==> src/rtl/spi_slot_pkg.sv <==
package spi_slot_pkg;
  localparam int SLOT_W = 32;

  typedef enum logic [2:0] {
    S_IDLE, S_TXCHECK, S_TXGATHER, S_TXWRITE, S_RXCHECK, S_RXEMIT, S_DONE
  } slot_state_t;

  typedef struct packed {
    logic       txClear;
    logic       txLoad;
    logic       rxCapture;
    logic [1:0] idx;
    logic [2:0] nBytes;
  } slot_strobe_t;

  function automatic logic [2:0] bytesOf(input logic [1:0] sel);
    case (sel)
      2'd0:    bytesOf = 3'd1;
      2'd1:    bytesOf = 3'd2;
      default: bytesOf = 3'd4;
    endcase
  endfunction
endpackage

==> src/rtl/slot_planner.sv <==
module slot_planner import spi_slot_pkg::*; #(
  parameter int CNT_W = 8,
  parameter int LEN_W = 16,
  parameter int FIFO_WORDS = 16
) (
  input  logic [1:0]       cfgWordSel,
  input  logic [LEN_W-1:0] planRemain,
  output logic [4:0]       bitsPerWord,
  output logic [1:0]       planWordSel,
  output logic [CNT_W-1:0] planSlots
);
  localparam logic [LEN_W-1:0] FIFO_LIM = LEN_W'(FIFO_WORDS);

  logic [5:0]       bitsWide;
  logic             useWord;
  logic [LEN_W-1:0] quot;

  always_comb begin
    bitsWide    = {bytesOf(cfgWordSel), 3'b000} - 6'd1;
    bitsPerWord = bitsWide[4:0];
    useWord     = (planRemain != '0) && (planRemain[1:0] == 2'b00);
    planWordSel = useWord ? 2'd2 : 2'd0;
    quot        = useWord ? (planRemain >> 2) : planRemain;
    planSlots   = (quot > FIFO_LIM) ? CNT_W'(FIFO_LIM) : CNT_W'(quot);
  end
endmodule

==> src/rtl/slot_ctrl.sv <==
module slot_ctrl import spi_slot_pkg::*; #(
  parameter int CNT_W = 8,
  parameter int LEN_W = 16
) (
  input  logic             clk,
  input  logic             rstN,
  input  logic             start,
  input  logic [1:0]       cfgWordSel,
  input  logic [CNT_W-1:0] cfgSlots,
  input  logic [LEN_W-1:0] cfgTxLen,
  input  logic [LEN_W-1:0] cfgRxLen,
  input  logic             outFull,
  input  logic             inNotEmpty,
  input  logic             txByteValid,
  input  logic             rxByteReady,
  output logic             txByteReady,
  output logic             rxByteValid,
  output logic             outWrite,
  output logic             inPop,
  output logic             busy,
  output logic             done,
  output slot_strobe_t     stb
);
  slot_state_t      state;
  logic [2:0]       wbReg;
  logic [CNT_W-1:0] cntReg, slotsLeft;
  logic [LEN_W-1:0] txLeft, rxLeft;
  logic [1:0]       idx;
  logic             lastByte, txStep, rxStep;

  always_comb begin
    lastByte    = ({1'b0, idx} == (wbReg - 3'd1));
    txByteReady = (state == S_TXGATHER) && (txLeft != '0);
    rxByteValid = (state == S_RXEMIT) && (rxLeft != '0);
    outWrite    = (state == S_TXWRITE);
    inPop       = (state == S_RXCHECK) && (slotsLeft != '0) && inNotEmpty;
    done        = (state == S_DONE);
    busy        = (state != S_IDLE);
    txStep      = (state == S_TXGATHER) && ((txLeft == '0) || txByteValid);
    rxStep      = (state == S_RXEMIT) && ((rxLeft == '0) || rxByteReady);
    stb.txClear   = (state == S_TXCHECK);
    stb.txLoad    = txStep && (txLeft != '0);
    stb.rxCapture = inPop;
    stb.idx       = idx;
    stb.nBytes    = wbReg;
  end

  always_ff @(posedge clk) begin
    if (!rstN) begin
      state     <= S_IDLE;
      wbReg     <= 3'd1;
      cntReg    <= '0;
      slotsLeft <= '0;
      txLeft    <= '0;
      rxLeft    <= '0;
      idx       <= '0;
    end else begin
      case (state)
        S_IDLE: if (start) begin
          wbReg     <= bytesOf(cfgWordSel);
          cntReg    <= cfgSlots;
          slotsLeft <= cfgSlots;
          txLeft    <= cfgTxLen;
          rxLeft    <= cfgRxLen;
          state     <= S_TXCHECK;
        end
        S_TXCHECK: begin
          if ((slotsLeft == '0) || outFull) begin
            slotsLeft <= cntReg;
            state     <= S_RXCHECK;
          end else begin
            idx   <= '0;
            state <= S_TXGATHER;
          end
        end
        S_TXGATHER: if (txStep) begin
          if (txLeft != '0) txLeft <= txLeft - 1'b1;
          if (lastByte) state <= S_TXWRITE;
          else          idx   <= idx + 2'd1;
        end
        S_TXWRITE: begin
          slotsLeft <= slotsLeft - 1'b1;
          state     <= S_TXCHECK;
        end
        S_RXCHECK: begin
          if (inPop) begin
            idx   <= '0;
            state <= S_RXEMIT;
          end else begin
            state <= S_DONE;
          end
        end
        S_RXEMIT: if (rxStep) begin
          if (rxLeft != '0) rxLeft <= rxLeft - 1'b1;
          if (lastByte) begin
            slotsLeft <= slotsLeft - 1'b1;
            state     <= S_RXCHECK;
          end else begin
            idx <= idx + 2'd1;
          end
        end
        S_DONE:  state <= S_IDLE;
        default: state <= S_IDLE;
      endcase
    end
  end
endmodule

==> src/rtl/slot_datapath.sv <==
module slot_datapath import spi_slot_pkg::*; (
  input  logic              clk,
  input  logic              rstN,
  input  slot_strobe_t      stb,
  input  logic [7:0]        txByte,
  input  logic [SLOT_W-1:0] inData,
  output logic [SLOT_W-1:0] outData,
  output logic [7:0]        rxByte
);
  logic [SLOT_W-1:0] txWord, rxWord;
  logic [4:0]        txBase;
  logic [5:0]        rxShift;
  logic [2:0]        rxLane;

  always_comb begin
    txBase  = {2'd3 - stb.idx, 3'b000};
    rxLane  = stb.nBytes - 3'd1 - {1'b0, stb.idx};
    rxShift = {rxLane, 3'b000};
    outData = txWord;
    rxByte  = 8'(rxWord >> rxShift);
  end

  always_ff @(posedge clk) begin
    if (!rstN) begin
      txWord <= '0;
      rxWord <= '0;
    end else begin
      if (stb.txClear)   txWord <= '0;
      if (stb.txLoad)    txWord[txBase +: 8] <= txByte;
      if (stb.rxCapture) rxWord <= inData;
    end
  end
endmodule

==> src/rtl/spi_slot_packer.sv <==
module spi_slot_packer import spi_slot_pkg::*; #(
  parameter int CNT_W = 8,
  parameter int LEN_W = 16,
  parameter int FIFO_WORDS = 16
) (
  input  logic             clk,
  input  logic             rstN,
  input  logic             start,
  input  logic [1:0]       cfgWordSel,
  input  logic [CNT_W-1:0] cfgSlots,
  input  logic [LEN_W-1:0] cfgTxLen,
  input  logic [LEN_W-1:0] cfgRxLen,
  output logic [4:0]       bitsPerWord,
  input  logic [LEN_W-1:0] planRemain,
  output logic [1:0]       planWordSel,
  output logic [CNT_W-1:0] planSlots,
  input  logic             txByteValid,
  input  logic [7:0]       txByte,
  output logic             txByteReady,
  input  logic             outFull,
  output logic             outWrite,
  output logic [31:0]      outData,
  input  logic             inNotEmpty,
  input  logic [31:0]      inData,
  output logic             inPop,
  output logic             rxByteValid,
  output logic [7:0]       rxByte,
  input  logic             rxByteReady,
  output logic             busy,
  output logic             done
);
  slot_strobe_t stb;

  slot_planner #(.CNT_W(CNT_W), .LEN_W(LEN_W), .FIFO_WORDS(FIFO_WORDS)) u_plan (
    .cfgWordSel(cfgWordSel), .planRemain(planRemain), .bitsPerWord(bitsPerWord),
    .planWordSel(planWordSel), .planSlots(planSlots)
  );

  slot_ctrl #(.CNT_W(CNT_W), .LEN_W(LEN_W)) u_ctrl (
    .clk(clk), .rstN(rstN), .start(start), .cfgWordSel(cfgWordSel),
    .cfgSlots(cfgSlots), .cfgTxLen(cfgTxLen), .cfgRxLen(cfgRxLen),
    .outFull(outFull), .inNotEmpty(inNotEmpty), .txByteValid(txByteValid),
    .rxByteReady(rxByteReady), .txByteReady(txByteReady), .rxByteValid(rxByteValid),
    .outWrite(outWrite), .inPop(inPop), .busy(busy), .done(done), .stb(stb)
  );

  slot_datapath u_dp (
    .clk(clk), .rstN(rstN), .stb(stb), .txByte(txByte), .inData(inData),
    .outData(outData), .rxByte(rxByte)
  );
endmodule

==> config.mk <==
export PLATFORM = sky130hd
export DESIGN_NAME = spi_slot_packer
export DESIGN_NICKNAME = d
export VERILOG_FILES = /design/src/rtl/spi_slot_pkg.sv /design/src/rtl/slot_planner.sv /design/src/rtl/slot_ctrl.sv /design/src/rtl/slot_datapath.sv /design/src/rtl/spi_slot_packer.sv
export SDC_FILE = /design/constraint.sdc
export NUM_CORES = 1
export LEC_CHECK = 0
export BUFFER_PORTS_ARGS = -buffer_cell sky130_fd_sc_hd__buf_4
export CAP_MARGIN = 40
export CORE_ASPECT_RATIO = 0.8
export CORE_MARGIN = 1.5
export CORE_UTILIZATION = 30
export DETAILED_ROUTE_END_ITERATION = 8
export GPL_TIMING_DRIVEN = 0
export SETUP_SLACK_MARGIN = 0.2
export SKIP_CTS_REPAIR_TIMING = 1
export SLEW_MARGIN = 20
export SYNTH_ARGS = -nofsm -noshare
export SYNTH_HDL_FRONTEND = slang
export SYNTH_SLANG_ARGS = --single-unit
==> constraint.sdc <==
create_clock -name clk -period 5.9 [get_ports clk]
set_input_delay 0.59 -clock clk [delete_from_list [all_inputs] [get_ports clk]]
set_output_delay 0.59 -clock clk [all_outputs]
set_load 0.01 [all_outputs]
==> qor.yml, run 1 <==
vias: 6649
synth_seq_cells: 120
yosys.cell_count.top_type: "dfxtp_1"
finalHoldViolCount: 0
dpl_cell_area_mm2: 0.00810
synthAdderAreaFrac_pct: 2.60
nNetsFinal: 1084
dp_hpwl_um: 15900
grt_first_pass_wirelength_um: 33600
p_int_mw: 2.21
synthSimpleGateAreaFrac_pct: 20.7
cpLargestDelayFamily: "buffers and inverters"
fp.coreArea_mm2: 0.0215
synthTopCellsByCount: "120 x dfxtp_1, 91 x nand2_1, 89 x nor2_1, 70 x a21oi_1, 44 x clkbuf_1"
cp-startpoint: "u_ctrl.slotsLeft[0]"
synth_edf_count: 0
ioPinCount: 166
firstDrtPassIters: 5
cts_tree: "built"
critical_path_arrival_ns: 2.84
ys_seq_area_share_pct: 36.7
critical_path_class: "reg -> out"
final_cell_area_mm2: 0.00871
synth_area_leaders: "dfxtp_1 37%, a21oi_1 5.3%, mux2i_1 5.3%, nand2_1 5.2%, nor2_1 5.1%"
start_util_pct: 30.5
tightest_slew_ns: 0.862
cts_max_level: 4
min_from: "inData[10]"
finalNonFillerCells: 1254
grt_pass1_vias: 6115
p_switching_mw: 1.66
viasPerCell: 5.30
drc: 0
setup_tns_ns: 0
grt_max_degree: 17
diodes: 0
ys.flop_type: "dfxtp_1"
rsz0062_at_grt: "no"
drt_iter0_markers: 571
maxCapViolations: 0
rows: 48
p_leak_nw: 3.78
gp_congestion: 0.895
cp-start-kind: "register"
ys_warn_count: 0
finalMaxSlewViolations: 0
critical-path-max-stage-delay_ns: 0.49
combPwrFrac_pct: 45.1
synth_compound_gate_area_share_pct: 25.1
p_per_area_mw_per_mm2: 445
worstPathRequired_ns: 5.31
path_cells: "inv_1 > ha_1 > or3b_2 > o21ai_0 > or3_1 > buf_2 > buf_2 > inv_1 > buf_4"
sw_frac_of_total_pct: 42.9
synth_area_per_cell_um2: 8.37
yosys.area.top_type: "dfxtp_1"
power_mw: 3.87
ant_nets: 0
worst_setup_path_end_kind: "output port"
fillCellCount: 2245
r2r_slack_ns: 2.85
fin_worst_skew_ns: 0.0123
ys_types: 71
holdCritPathClass: "in -> reg"
area_delta_synth_final_pct: 32.9
path_max_fanout: 10
grt_usage_pct: 18.9
place_inst: 1221
post-route-min-period_ns: 3.43
slowest_stage: "or3b_2"
async_reset_ff_share_pct: 0
cts_made_buffers: 17
muxShareOfSynthArea_pct: 8.10
seqPwrFrac_pct: 27.8
vdd_ir_drop_max_mv: 0.229
antenna_found_initial: 0
worstRegToRegCells: 9
fmax_mhz: 292
routed_wl_um: 21400
synth_xor_area_share_pct: 0.535
finalCritPeriodShare_pct: 58.1
r2r-start: "u_ctrl.rxLeft[0]"
die_y_um: 135
synth_cells: 783
status: "finished, final reports clean"
fp.dieW_um: 168
regArea_mm2: 0.00240
drive_gt1_share_pct: 25.8
critical_path_buf_inv_count: 5
grt_overflow: 0
post_drt_wl_per_cell_um: 17.1
clkPwrFrac_pct: 27.1
cts_sinks: 120
io_buffers: 157
synth_top_family_by_area: "compound AO/OA/AOI/OAI gates"
ctsLongestPathBuffers: 2
insertion_delay_ns: 0.43
slew_headroom_pct: 42.4
setup_violations: 0
clkTransAtPathRegs_ns: 0.07
synth_top_area_share_pct: 36.7
worstHoldEndpoint: "u_dp.rxWord[10]"
multi_input_area_mm2: 0.00376
cts_root_buffer: "clkbuf_16"
syn_area_mm2: 0.00655
whs_path_depth: 3
dieArea_mm2: 0.0227
worstReg2RegEnd: "u_ctrl.rxLeft[15]"
## final cells by class
class,count,area share [%]
multi-input combinational,581,43.2
sequential,120,27.6
timing repair buffer,159,13.8
clock buffer,17,4.89
tap,275,3.95
buffer,69,3.91
clock inverter,15,1.94
inverter,18,0.776
## sequential cells by signal, summed over array words and instances, names as in the netlist
| signal | count |
|---|---|
| u_dp.outData | 32 |
| u_dp.rxWord | 32 |
| u_ctrl.rxLeft | 16 |
| u_ctrl.txLeft | 16 |
| u_ctrl.cntReg | 8 |
| u_ctrl.slotsLeft | 8 |
| u_ctrl.state | 3 |
| u_ctrl.wbReg | 3 |
| u_ctrl.idx | 2 |
## placed cells by master (no fill, tap or decap), drive strengths merged, types with 9 or more instances in the layout
cell / Yosys / final
buf: 25 / 184
dfxtp: 120 / 120
nand2: 91 / 91
nor2: 89 / 89
a21oi: 73 / 73
clkbuf: 44 / 61
mux2i: 35 / 35
inv: 17 / 29
a32o: 25 / 25
o21ai: 25 / 25
o32ai: 23 / 23
nand3: 17 / 17
nor3: 17 / 17
a22oi: 14 / 14
ha: 12 / 12
a31oi: 11 / 11
nor2b: 10 / 10
or3: 9 / 9
## stage by stage
stage	hold WS (ns)	setup slack, ns	utilization (%)
3_3_place_gp	0.438	2.91	37.6
5_1_grt	0.382	2.27	40.5
6_report	0.388	2.47	40.5
3_5_place_dp	0.447	2.93	37.7
4_1_cts	0.375	2.46	40.4
2_1_floorplan	0.432	3.36	-
## worst max path at each step
stage	endpoint	slack, ns	cells after the start
3_3_place_gp	rxByte[1]	2.91	7
5_1_grt	inPop	2.27	9
6_report	inPop	2.47	9
3_5_place_dp	inPop	2.93	9
2_1_floorplan	rxByte[0]	3.36	6
4_1_cts	inPop	2.46	9
## power by group through the flow
stage	logic (mW)	clock network, mW	registers (mW)
CTS	1.72	1.07	1.07
detailed placement	1.71	0	1.09
floorplan	1.25	0	1.06
global route	1.93	1.11	1.10
finish	1.75	1.05	1.08
global placement	1.69	0	1.09
## kinds of logic after synthesis
| kind of cell | count (synthesis) |
|---|---|
| adders and majority gates | 13 |
| xor gates and xnor gates | 4 |
| AOI/OAI and AO/OA | 229 |
| and+or+nand+nor | 285 |
| buffers and inverters | 87 |
| muxes | 43 |
| other | 2 |
| DFF | 120 |
## layer usage
| metal | GRT usage [%] | vias up | share of wire [%] |
|---|---|---|---|
| met1 | 28.0 | 3145 | 49 |
| met3 | 4.50 | 14 | 7.8 |
| met5 | 0 | - | 0 |
| li1 | - | 3246 | - |
| met4 | 4.07 | 0 | 0.77 |
| met2 | 27.5 | 244 | 43 |
## worst min-delay path: cells and delay by family
family                 cells  cell delay, ns
buffers and inverters      1            0.07
AND/OR/NAND/NOR            1            0.07
multiplexers               1            0.05
(Power assumes the default switching activity.)
==> run 2: changes to the inputs <==
clock period = 3.4 ns   (was 5.9 ns; I/O delays follow)
==> run 2 against run 1 <==
Core utilization is essentially flat. Largest cell class unchanged. Die area is the same. Critical path type unchanged. Global-route usage is the same. Final area is essentially flat. Setup slack lost 2.1 ns. Sequential share of layout area is essentially flat. Critical endpoint unchanged.
==> qor.yml, run 2 (synthesized netlist as in run 1, its figures left out) <==
cts_max_level: 4  # unchanged
die_y_um: 135  # unchanged
critical_path_class: "reg -> out"
fin_worst_skew_ns: 0.0131  # +0.000799 ns
insertion_delay_ns: 0.43  # about the same
layout_commonest_cell: "buf_4"
cts_tree: "built"
area_delta_synth_final_pct: 33.0  # about the same
routed_wl_um: 21500  # +0.34%
vias: 6684  # +0.53%
most-common-layout-cells: "169 x buf_4, 120 x dfxtp_1, 91 x nand2_1, 89 x nor2_1, 70 x a21oi_1"
slew_headroom_pct: 42.0  # -0.42 points
cpLargestDelayFamily: "buffers and inverters"
grt_usage_pct: 18.9  # unchanged
p_leak_nw: 3.79  # +0.10%
cts_root_buffer: "clkbuf_16"
ctsLongestPathBuffers: 2  # unchanged
worstPathRequired_ns: 3.06  # -2.25 ns
ant_nets: 0  # unchanged
setup_ws_ns: 0.341  # -2.13 ns
maxCapViolations: 0  # unchanged
drc: 0  # unchanged
grt_max_degree: 17  # unchanged
rsz0062_at_grt: "yes"
vdd_ir_drop_max_mv: 0.399  # +74%
fp.dieW_um: 168  # unchanged
dieArea_mm2: 0.0227  # unchanged
nNetsFinal: 1084  # unchanged
critical_path_arrival_ns: 2.72  # -0.12 ns
path_cells: "inv_1 > ha_1 > or3b_2 > o21ai_1 > or3_1 > buf_2 > buf_2 > inv_1 > buf_4"
critical_path_buf_inv_count: 5  # unchanged
finalHoldViolCount: 0  # unchanged
finalMaxSlewViolations: 0  # unchanged
drive_gt1_share_pct: 26.0  # +0.20 points
status: "finished, final reports clean"
p_per_area_mw_per_mm2: 773  # +74%
fmax_mhz: 327
start_util_pct: 30.5  # unchanged
post-route-min-period_ns: 3.06
antenna_found_initial: 0  # unchanged
cts_made_buffers: 17  # unchanged
cp-start-kind: "register"
rows: 48  # unchanged
firstDrtPassIters: 6  # +1
worst_setup_path_end_kind: "output port"
holdCritPathClass: "in -> reg"
tightest_slew_ns: 0.869  # +0.00632 ns
clkTransAtPathRegs_ns: 0.07  # about the same
path_max_fanout: 10  # unchanged
dp_hpwl_um: 15900  # unchanged
setup_violations: 0  # unchanged
io_buffers: 157  # unchanged
finalCritPeriodShare_pct: 90.0
fp.coreArea_mm2: 0.0215  # unchanged
critical-path-max-stage-delay_ns: 0.49  # about the same
slowest_stage: "or3b_2"
grt_first_pass_wirelength_um: 33600  # unchanged
place_ws_ns: 0.434  # -2.50 ns
grt_overflow: 0  # unchanged
post_drt_wl_per_cell_um: 17.2  # +0.34%
grt_pass1_vias: 6115  # unchanged
drt_iter0_markers: 690  # +21%
cts_sinks: 120  # unchanged
gp_congestion: 0.895  # unchanged
viasPerCell: 5.33  # +0.53%
diodes: 0  # unchanged
setup_tns_ns: 0  # unchanged
ioPinCount: 166  # unchanged
run 2: metrics by stage:
| step | instances | cell area, um^2 | utilization, % | power, mW | hold WS [ns] |
|---|---|---|---|---|---|
| after floorplan | 788 | 6570 | - | 4.00 | 0.432 |
| after global placement | 1220 | 8090 | 37.6 | 4.82 | 0.438 |
| after detailed placement | 1221 | 8100 | 37.7 | 4.85 | 0.447 |
| after CTS | 1253 | 8700 | 40.4 | 6.70 | 0.125 |
| after global routing | 1254 | 8710 | 40.5 | 7.19 | 0.132 |
| final | 1254 | 8710 | 40.5 | 6.74 | 0.137 |
run 2: worst reg2reg max path: stages (launching register included):
cell and delay, ns:
dfxtp_1 0.35, inv_1 0.07, ha_1 0.19, or3b_2 0.45
clkbuf_1 0.20, nor3_2 0.41, a31oi_1 0.26, a21oi_2 0.43
buf_4 0.27, o32ai_1 0.11
run 2: metal layers:
layer,GRT usage [%],wire length [um]
met1,28.0,10500
met5,0,0
met2,27.5,9250
met3,4.50,1600
met4,4.07,154
run 2: cell type report:
type                            count  area (um^2)
Multi-Input combinational cell    581         3770
Tap cell                          275          344
Clock buffer                       17          425
Timing Repair Buffer              159         1200
Fill cell                        2247        12800
Buffer                             69          342
Sequential cell                   120         2400
Inverter                           18         67.6
Clock inverter                     15          169
run 2: worst paths after layout:
path | startpoint | endpoint | slack (ns) | cells past startpoint
max reg2reg | u_ctrl.rxLeft[0] | u_ctrl.rxLeft[15] | 0.53 | 9
max | u_ctrl.slotsLeft[0] | inPop | 0.34 | 9
min reg2reg | u_ctrl.cntReg[5] | u_ctrl.cntReg[5] | 0.45 | 2
min | inData[10] | u_dp.rxWord[10] | 0.14 | 3
run 2: power breakdown:
part	total (mW)	switching, mW	internal (mW)
Clock	1.82	0.830	0.994
Combinational	3.05	1.86	1.19
Sequential	1.87	0.207	1.66
Total	6.74	2.90	3.84
